[config.mk]
export PLATFORM = sky130hd
export DESIGN_NAME = i2c_addr_recognizer
export DESIGN_NICKNAME = d
export VERILOG_FILES = /design/src/rtl/i2c_ar_pkg.sv /design/src/rtl/ar_shifter.sv /design/src/rtl/ar_compare.sv /design/src/rtl/ar_flags.sv /design/src/rtl/i2c_addr_recognizer.sv
export SDC_FILE = /design/constraint.sdc
export NUM_CORES = 1
export LEC_CHECK = 0
export BUFFER_PORTS_ARGS = -buffer_cell sky130_fd_sc_hd__buf_2
export CORE_MARGIN = 1.5
export CORE_UTILIZATION = 50
export DETAILED_ROUTE_END_ITERATION = 10
export PLACE_DENSITY_LB_ADDON = 0.3
export SLEW_MARGIN = 25
export SYNTH_ARGS = -nofsm -noshare
export SYNTH_HDL_FRONTEND = slang
export SYNTH_SLANG_ARGS = --single-unit
[constraint.sdc]
create_clock -name clk -period 1.7 [get_ports clk]
set_input_delay 0 -clock clk [delete_from_list [all_inputs] [get_ports clk]]
set_output_delay 0 -clock clk [all_outputs]
set_load 0.01 [all_outputs]
[src/rtl/i2c_ar_pkg.sv]
package i2c_ar_pkg;
  typedef enum logic [1:0] {
    AR_IDLE      = 2'd0,
    AR_WAIT_RISE = 2'd1,
    AR_WAIT_FALL = 2'd2
  } ack_state_e;
endpackage

[src/rtl/ar_shifter.sv]
module ar_shifter #(
  parameter int BITS = 8
) (
  input  logic            clk,
  input  logic            rst_n,
  input  logic            start_evt,
  input  logic            stop_evt,
  input  logic            bit_vld,
  input  logic            bit_val,
  output logic [BITS-1:0] byte_q,
  output logic            done
);
  localparam int CW = $clog2(BITS);
  localparam logic [CW-1:0] LAST = CW'(BITS - 1);

  logic [CW-1:0] cnt;
  logic          active;

  always_ff @(posedge clk or negedge rst_n) begin
    if (!rst_n) begin
      cnt    <= '0;
      active <= 1'b0;
      byte_q <= '0;
      done   <= 1'b0;
    end else begin
      done <= 1'b0;
      if (start_evt) begin
        cnt    <= '0;
        active <= 1'b1;
      end else if (stop_evt) begin
        cnt    <= '0;
        active <= 1'b0;
      end else if (active && bit_vld) begin
        byte_q <= {byte_q[BITS-2:0], bit_val};
        if (cnt == LAST) begin
          cnt    <= '0;
          active <= 1'b0;
          done   <= 1'b1;
        end else begin
          cnt <= cnt + 1'b1;
        end
      end
    end
  end


  done_after_bit_chk: assert property (@(posedge clk) disable iff (!rst_n)
    done |-> $past(bit_vld) && !$past(start_evt) && !$past(stop_evt));


  no_done_after_abort_chk: assert property (@(posedge clk) disable iff (!rst_n)
    (start_evt || stop_evt) |=> !done);
endmodule

[src/rtl/ar_compare.sv]
module ar_compare #(
  parameter int ADDR_W = 7
) (
  input  logic [ADDR_W:0]   byte_in,
  input  logic [ADDR_W-1:0] own_addr,
  input  logic              gc_en,
  input  logic              accept_all,
  output logic              hit
);
  localparam logic [ADDR_W:0] GC_CODE = '0;

  logic own_hit;
  logic gc_hit;

  always_comb begin
    own_hit = (byte_in[ADDR_W:1] == own_addr);
    gc_hit  = gc_en && (byte_in == GC_CODE);
    hit     = accept_all || own_hit || gc_hit;
  end
endmodule

[src/rtl/ar_flags.sv]
module ar_flags
  import i2c_ar_pkg::*;
#(
  parameter int BITS = 8
) (
  input  logic            clk,
  input  logic            rst_n,
  input  logic            start_evt,
  input  logic            stop_evt,
  input  logic            bit_vld,
  input  logic            scl_fall,
  input  logic            done,
  input  logic            hit,
  input  logic [BITS-1:0] byte_in,
  input  logic            clr_rbf,
  input  logic            clr_irq,
  output logic [BITS-1:0] rx_byte,
  output logic            rbf,
  output logic            irq
);
  ack_state_e st;
  logic       accept;
  logic       bus_evt;

  always_comb begin
    accept  = done && hit;
    bus_evt = start_evt || stop_evt;
  end

  always_ff @(posedge clk or negedge rst_n) begin
    if (!rst_n) begin
      st      <= AR_IDLE;
      rx_byte <= '0;
      rbf     <= 1'b0;
      irq     <= 1'b0;
    end else begin
      if (accept) rx_byte <= byte_in;

      if (clr_rbf)     rbf <= 1'b0;
      else if (accept) rbf <= 1'b1;

      if (clr_irq) irq <= 1'b0;
      else if (st == AR_WAIT_FALL && scl_fall && !bus_evt) irq <= 1'b1;

      if (bus_evt) begin
        st <= AR_IDLE;
      end else begin
        unique case (st)
          AR_IDLE:      if (accept)   st <= AR_WAIT_RISE;
          AR_WAIT_RISE: if (bit_vld)  st <= AR_WAIT_FALL;
          AR_WAIT_FALL: if (scl_fall) st <= AR_IDLE;
          default:                    st <= AR_IDLE;
        endcase
      end
    end
  end


  rbf_set_after_byte_chk: assert property (@(posedge clk) disable iff (!rst_n)
    $rose(rbf) |-> $past(done) && $past(hit));


  irq_on_ninth_fall_chk: assert property (@(posedge clk) disable iff (!rst_n)
    $rose(irq) |-> $past(scl_fall) && ($past(st) == AR_WAIT_FALL));


  rbf_clear_chk: assert property (@(posedge clk) disable iff (!rst_n)
    clr_rbf |=> !rbf);


  irq_clear_chk: assert property (@(posedge clk) disable iff (!rst_n)
    clr_irq |=> !irq);


  rx_hold_chk: assert property (@(posedge clk) disable iff (!rst_n)
    !done |=> $stable(rx_byte));
endmodule

[src/rtl/i2c_addr_recognizer.sv]
module i2c_addr_recognizer #(
  parameter int ADDR_W = 7
) (
  input  logic              clk,
  input  logic              rst_n,
  input  logic              start_evt,
  input  logic              stop_evt,
  input  logic              bit_vld,
  input  logic              bit_val,
  input  logic              scl_fall,
  input  logic [ADDR_W-1:0] own_addr,
  input  logic              gc_en,
  input  logic              accept_all,
  input  logic              clr_rbf,
  input  logic              clr_irq,
  output logic [ADDR_W:0]   rx_byte,
  output logic              rbf,
  output logic              irq
);
  localparam int BITS = ADDR_W + 1;

  logic [BITS-1:0] sh_byte;
  logic            sh_done;
  logic            addr_hit;

  ar_shifter #(.BITS(BITS)) u_shift (
    .clk       (clk),
    .rst_n     (rst_n),
    .start_evt (start_evt),
    .stop_evt  (stop_evt),
    .bit_vld   (bit_vld),
    .bit_val   (bit_val),
    .byte_q    (sh_byte),
    .done      (sh_done)
  );

  ar_compare #(.ADDR_W(ADDR_W)) u_cmp (
    .byte_in    (sh_byte),
    .own_addr   (own_addr),
    .gc_en      (gc_en),
    .accept_all (accept_all),
    .hit        (addr_hit)
  );

  ar_flags #(.BITS(BITS)) u_flags (
    .clk       (clk),
    .rst_n     (rst_n),
    .start_evt (start_evt),
    .stop_evt  (stop_evt),
    .bit_vld   (bit_vld),
    .scl_fall  (scl_fall),
    .done      (sh_done),
    .hit       (addr_hit),
    .byte_in   (sh_byte),
    .clr_rbf   (clr_rbf),
    .clr_irq   (clr_irq),
    .rx_byte   (rx_byte),
    .rbf       (rbf),
    .irq       (irq)
  );


  accept_all_hits_chk: assert property (@(posedge clk) disable iff (!rst_n)
    (sh_done && accept_all && !clr_rbf) |=> rbf);


  gc_disabled_chk: assert property (@(posedge clk) disable iff (!rst_n)
    (sh_done && !gc_en && !accept_all && own_addr != '0 && sh_byte == '0)
      |=> $stable(rx_byte));
endmodule

=== Word-level counts from Yosys, hierarchy flattened ===
Cells that the tools add are included.

* $add $sub $neg: 1
* Equality and inequality tests: 7
* Muxes and demuxes: 21
* Bitwise logic cells: 2
* Reductions and logical operators: 18

{| class="wikitable"
|+ Operator list
! kind !! number
|-
| 1-bit 2-to-1 mux || 12
|-
| 3-bit 2-to-1 mux || 4
|-
| 8-bit zero test || 1
|-
| 2-bit 2-to-1 mux || 4
|-
| 7-bit == test || 1
|-
| 3-bit by 2-bit != test with 1-bit output, second input constant || 2
|-
| 2-bit case mux with 3 select lines || 1
|-
| 3-bit AND reduction || 2
|-
| 3-bit nonzero test || 2
|-
| 1-bit logical AND || 5
|-
| 2-bit nonzero test || 2
|-
| 3-bit by 1-bit adder with 3-bit output, second input constant || 1
|-
| 3-bit == test, second input constant || 1
|-
| 1-bit logical OR || 3
|-
| 3-bit by 1-bit != test with 1-bit output, second input constant || 1
|-
| 2-bit by 1-bit == test with 1-bit output, second input constant || 1
|-
| 2-bit == test, second input constant || 1
|-
| 2-bit zero test || 1
|-
| 1-bit NOT || 2
|-
| 2-bit AND reduction || 1
|-
| 1-bit zero test || 1
|}

* Register bits after elaboration: 25
* Bits of input ports: 18
* Output and inout port bits: 10
* Word-level logic and storage cells: 57

=== Longest topological paths before layout ===
* Word-level depth: 7
* Gate-level depth with buffers: 5
* Mapped depth without buffers: 5

=== Cells and area by module ===
Synthesis repeated with hierarchy kept, for this count alone.

* Cell total of the unflattened synthesis: 88
* Area total of the unflattened synthesis: 1232.4 um2

{| class="wikitable"
|+ By module, submodules not included
! module !! times used !! cells an instance !! area each (um2) !! sequential area each (um2)
|-
| ar_shifter || 1 || 42 || 614.3 || 325.3
|-
| ar_flags || 1 || 33 || 510.5 || 300.3
|-
| ar_compare || 1 || 13 || 107.6 || 0.0
|}

=== Least setup slack after synthesis ===
No wires, ideal clock.

* Path kind: flip-flop to flip-flop
* Start point: register u_shift.byte_q[4]
* End point: register u_flags.rx_byte[0]
* Setup time: 0.080 ns
* Arrival time: 1.368 ns
* Data required time: 1.620 ns
* Path slack: 0.251 ns
* Stages on the path, launching flop included: 6
* Buffers on the path: 1
* Period minus slack after synthesis: 1.449 ns
* Cells stage by stage: dfrtp_1 > nor4_4 > nand4b_4 > o211a_1 > buf_6 > o211ai_2

* Word-level cells in the longest chain between the ends: 4
* Elaborated cells between the ends (all ways): 6
* Those cells by class: eq/ne (1); reduce/logical (5)

{| class="wikitable"
|+ Ends and longest elaborated chain
! what !! RTL line !! RTL
|-
| from (decl) || ar_shifter.sv:10 || <nowiki>output logic [BITS-1:0] byte_q,</nowiki>
|-
| from (signal assigned) || ar_shifter.sv:34 || <nowiki>byte_q <= {byte_q[BITS-2:0], bit_val};</nowiki>
|-
| 7-bit == test / 8-bit zero test (equally long branches) || ar_compare.sv:16, ar_compare.sv:17 ||
|-
| 1-bit logical OR / 1-bit logical AND (equally long branches) || ar_compare.sv:18, ar_compare.sv:17 ||
|-
| 1-bit logical OR (*) || ar_compare.sv:18 || <nowiki>hit = accept_all || own_hit || gc_hit;</nowiki>
|-
| 1-bit logical AND (*) || ar_flags.sv:26 || <nowiki>accept = done && hit;</nowiki>
|-
| to (signal assigned) || ar_flags.sv:37 || <nowiki>if (accept) rx_byte <= byte_in;</nowiki>
|-
| to (decl) || ar_flags.sv:17 || <nowiki>output logic [BITS-1:0] rx_byte,</nowiki>
|}

Every way passes the cells marked *; elsewhere a longest branch is shown, timed or not.
A chain may end at the register's enable or synchronous reset.

=== Worst setup path in the final report ===
* Start point: register u_shift.cnt[0]
* End point: register u_shift.active

* Word-level cells in the longest chain between the ends: 3

{| class="wikitable"
|+ Ends and longest elaborated chain
! what !! RTL line !! RTL
|-
| from (decl) || ar_shifter.sv:16 || <nowiki>logic [CW-1:0] cnt;</nowiki>
|-
| from (signal assigned) || ar_shifter.sv:40 || <nowiki>cnt <= cnt + 1'b1;</nowiki>
|-
| 3-bit == test || ar_shifter.sv:35 || <nowiki>if (cnt == LAST) begin</nowiki>
|-
| 3-bit nonzero test (no line) || -- ||
|-
| 2-bit AND reduction (no line) || -- ||
|-
| to (signal assigned) || ar_shifter.sv:29 || <nowiki>active <= 1'b1;</nowiki>
|-
| to (signal assigned) || ar_shifter.sv:32 || <nowiki>active <= 1'b0;</nowiki>
|-
| to (signal assigned) || ar_shifter.sv:37 || <nowiki>active <= 1'b0;</nowiki>
|-
| to (decl) || ar_shifter.sv:17 || <nowiki>logic active;</nowiki>
|}

No other way between the ends.

==> impl_results.md <==
- Sink Count: 25
- Clock Skew: approximately 2.8 ps
- R2r setup slk: 50 ps
- Crit path max fanout: 3
- Seq/Total Area, Yosys: 46.9%
- DP HPWL: 1990 um
- Met1 usage: a little under a third
- Dominant cell type by area after synthesis: dfrtp_1
- HP Class: primary input to flop
- Post-Syn Instances: between 100 and 150
- First-pass GRT wire length: 4420 um
- Syn Nets: 136
- Startpoint Class: flop
- Core area: 2500 um2
- CP arrival: approximately 1900 ps
- Post-synth EDFFs: 0
- Placed cell areas: 1510 um2
- Wirelength per Cell: 14.7 um
- WS Path Type: flop to flop
- Fin. max-slew vios: 0
- Routed WL: 2730 um
- IO buf count: 27
- Inserted Diodes: 0
- Pwr Density: around 900 nW/um2
- Via density: 5.60
- Die H: around 55 um
- Synthesis-to-finish area growth: 23.0%
- Tmin final: 1650 ps
- Slew @ Worst Pin: 557 ps
- Via count: approximately 1000
- Syn Std Cell Area: 1340 um2
- Nets: 177
- Clock slew at reported path FFs: ~130 ps
- Distinct cell type count after synthesis: 29
- CTS tree: built
- Final hold viol count: 0
- Root Buffer: clkbuf_4
- Syn_area_per_cell: 11.5 um2
- Reg2reg path depth: 5
- Status: finished, final reports clean
- Cts bufs inserted: 3
- Peak Freq: 0.605 GHz
- Hold Path Stages: 3
- Gr busiest metal: met2
- Synth Register Bits: 25
- Share of the synthesized area in the top cell type: between 40 and 50%
- Worst rel slew slack: 62.8%
- Drt drc: 0
- Initial Utilization: 53.4%
- FILL cells: roughly 190
- Post-route ant nets: 0
- Largest net degree at the start of global routing: 26
- IO Count: 28
- Max_cap viols: 0
- Width of the die: 54.7 um
- Worst-skew pair later-pin latency: 320 ps
- Hold EP: u_shift.cnt[1]
- Gpl congestion: 0.754
- Synth area leaders: dfrtp_1, o211ai_2, mux2_2
- Grt met2 use: 33.1%
- Ys async rst share: 100%
- Worst vdd ir: 0.718 mV
- Hold path start: stop_evt
- Vias in the first global route: around 950
- GR Util All Layers: 21.2%
- Finished Cell Area: around 1600 um2
- Initial DRC Count: 21
- GRT overflow: 0
- Yosys warns: 0
- Layout cells sized above 1: 39.1%
- GR Layer Usage met3: 3.28%
- CTS max path bufs: 2
- Final setup violation count: 0
- CP required: 1920 ps
- Leakage: 0.695 nW
- CP Capture Type: flop
- Die area: between 2000 and 3000 um2
- Setup_tns: 0 ps
- Drt first pass iters: 4
- Antenna violations before repair: 0
- CTS H-Tree Depth: 1
- RR Startpoint: u_shift.cnt[0]
- Reg2reg end: u_shift.active
- Post-synth top flop: dfrtp_1
- Crit share post-route: 97.2%
- Num rows: 18
## layout make-up
type                            count  area, um2  area share, %
Clock buffer                        3       22.5           1.37
Clock inverter                      1       5.00          0.305
Inverter                            3       11.3          0.686
Multi-Input combinational cell     85        694           42.3
Sequential cell                    25        626           38.1
Tap cell                           30       37.5           2.29
Timing Repair Buffer               39        245           14.9
## placed cells by master (no fill, tap or decap), drive strengths merged, types with 4 or more instances in the layout
master and n:
o2111ai 8, nand2b 9, o211ai 9, a21oi 4
mux2 8, dlygate4sd3 8, nor2 8, nand2 14
dfrtp 25, buf 31, xnor2 7
## critical path: stages, from the launching register on
cell and delay [ps]:
dfrtp_1 390, ha_2 210, ha_4 140, nand2_1 50, a31o_2 230, dlygate4sd3_1 540
## registers in the layout, summed over array words and instances (netlist names)
register,flops
u_shift.cnt,3
u_shift.byte_q,8
u_flags.irq,1
u_flags.rx_byte,8
u_flags.rbf,1
u_shift.active,1
u_flags.st,2
u_shift.done,1
## logic make-up after synthesis
kind of cell	synth area share, %
multiplexers	6.75
flip-flops	46.9
adder cells (fa/ha/maj)	1.87
AND/OR/NAND/NOR	20.2
AO/OA/AOI/OAI	17.5
XOR/XNOR	4.59
buffers and inverters	2.25
## worst max path at each step
stage	start	to	slack (ps)	cells past startpoint
final	u_shift.cnt[0]	u_shift.active	50	5
after CTS	u_shift.cnt[0]	u_shift.active	30	5
after detailed placement	u_shift.byte_q[4]	u_flags.rx_byte[3]	80	4
after floorplan	u_shift.byte_q[4]	u_flags.rx_byte[0]	250	5
after global placement	u_shift.byte_q[4]	u_flags.rx_byte[1]	140	4
after global routing	u_shift.cnt[0]	u_shift.active	-20	5
## synthesized netlist by cell type (all sizes together) (2+ instances only)
cell type / instances
dfrtp: 25
nand2: 14
nand2b: 9
o211ai: 9
mux2: 8
nor2: 8
o2111ai: 8
xnor2: 7
a21oi: 4
nand3: 3
nor3: 3
clkbuf: 2
ha: 2
inv: 2
## metal layers
layer	routed length [um]	share of wire, %
met1	1250	46
met3	92	3.4
met2	1360	50
met5	0	0
met4	27	0.99
## stage by stage
step | std cells | hold slack [ps] | setup slack [ps] | total power [mW] | util, %
after global placement | 173 | 21.1 | 139 | 1.17 | 60.5
after CTS | 185 | 134 | 32.5 | 1.47 | 64.8
final | 186 | 139 | 47.0 | 1.46 | 65.7
after detailed placement | 173 | 27.0 | 78.3 | 1.19 | 60.5
after global routing | 186 | 156 | -23.2 | 1.56 | 65.7
after floorplan | 116 | -296 | 251 | 1.07 | -
## power breakdown
group / total [mW] / internal (mW) / switching (mW)
Sequential: 0.771 / 0.659 / 0.112
Combinational: 0.424 / 0.220 / 0.204
Clock: 0.269 / 0.0883 / 0.181
Total: 1.46 / 0.967 / 0.497
## what timing repair did
item,4_1_cts,5_1_grt
buffers inserted,0,1
hold endpoints to repair,32,0
resized for setup,0,4
hold buffers,8,0
endpoints found under the setup margin,0,9
Note: power is estimated with default switching activity, not from simulation.
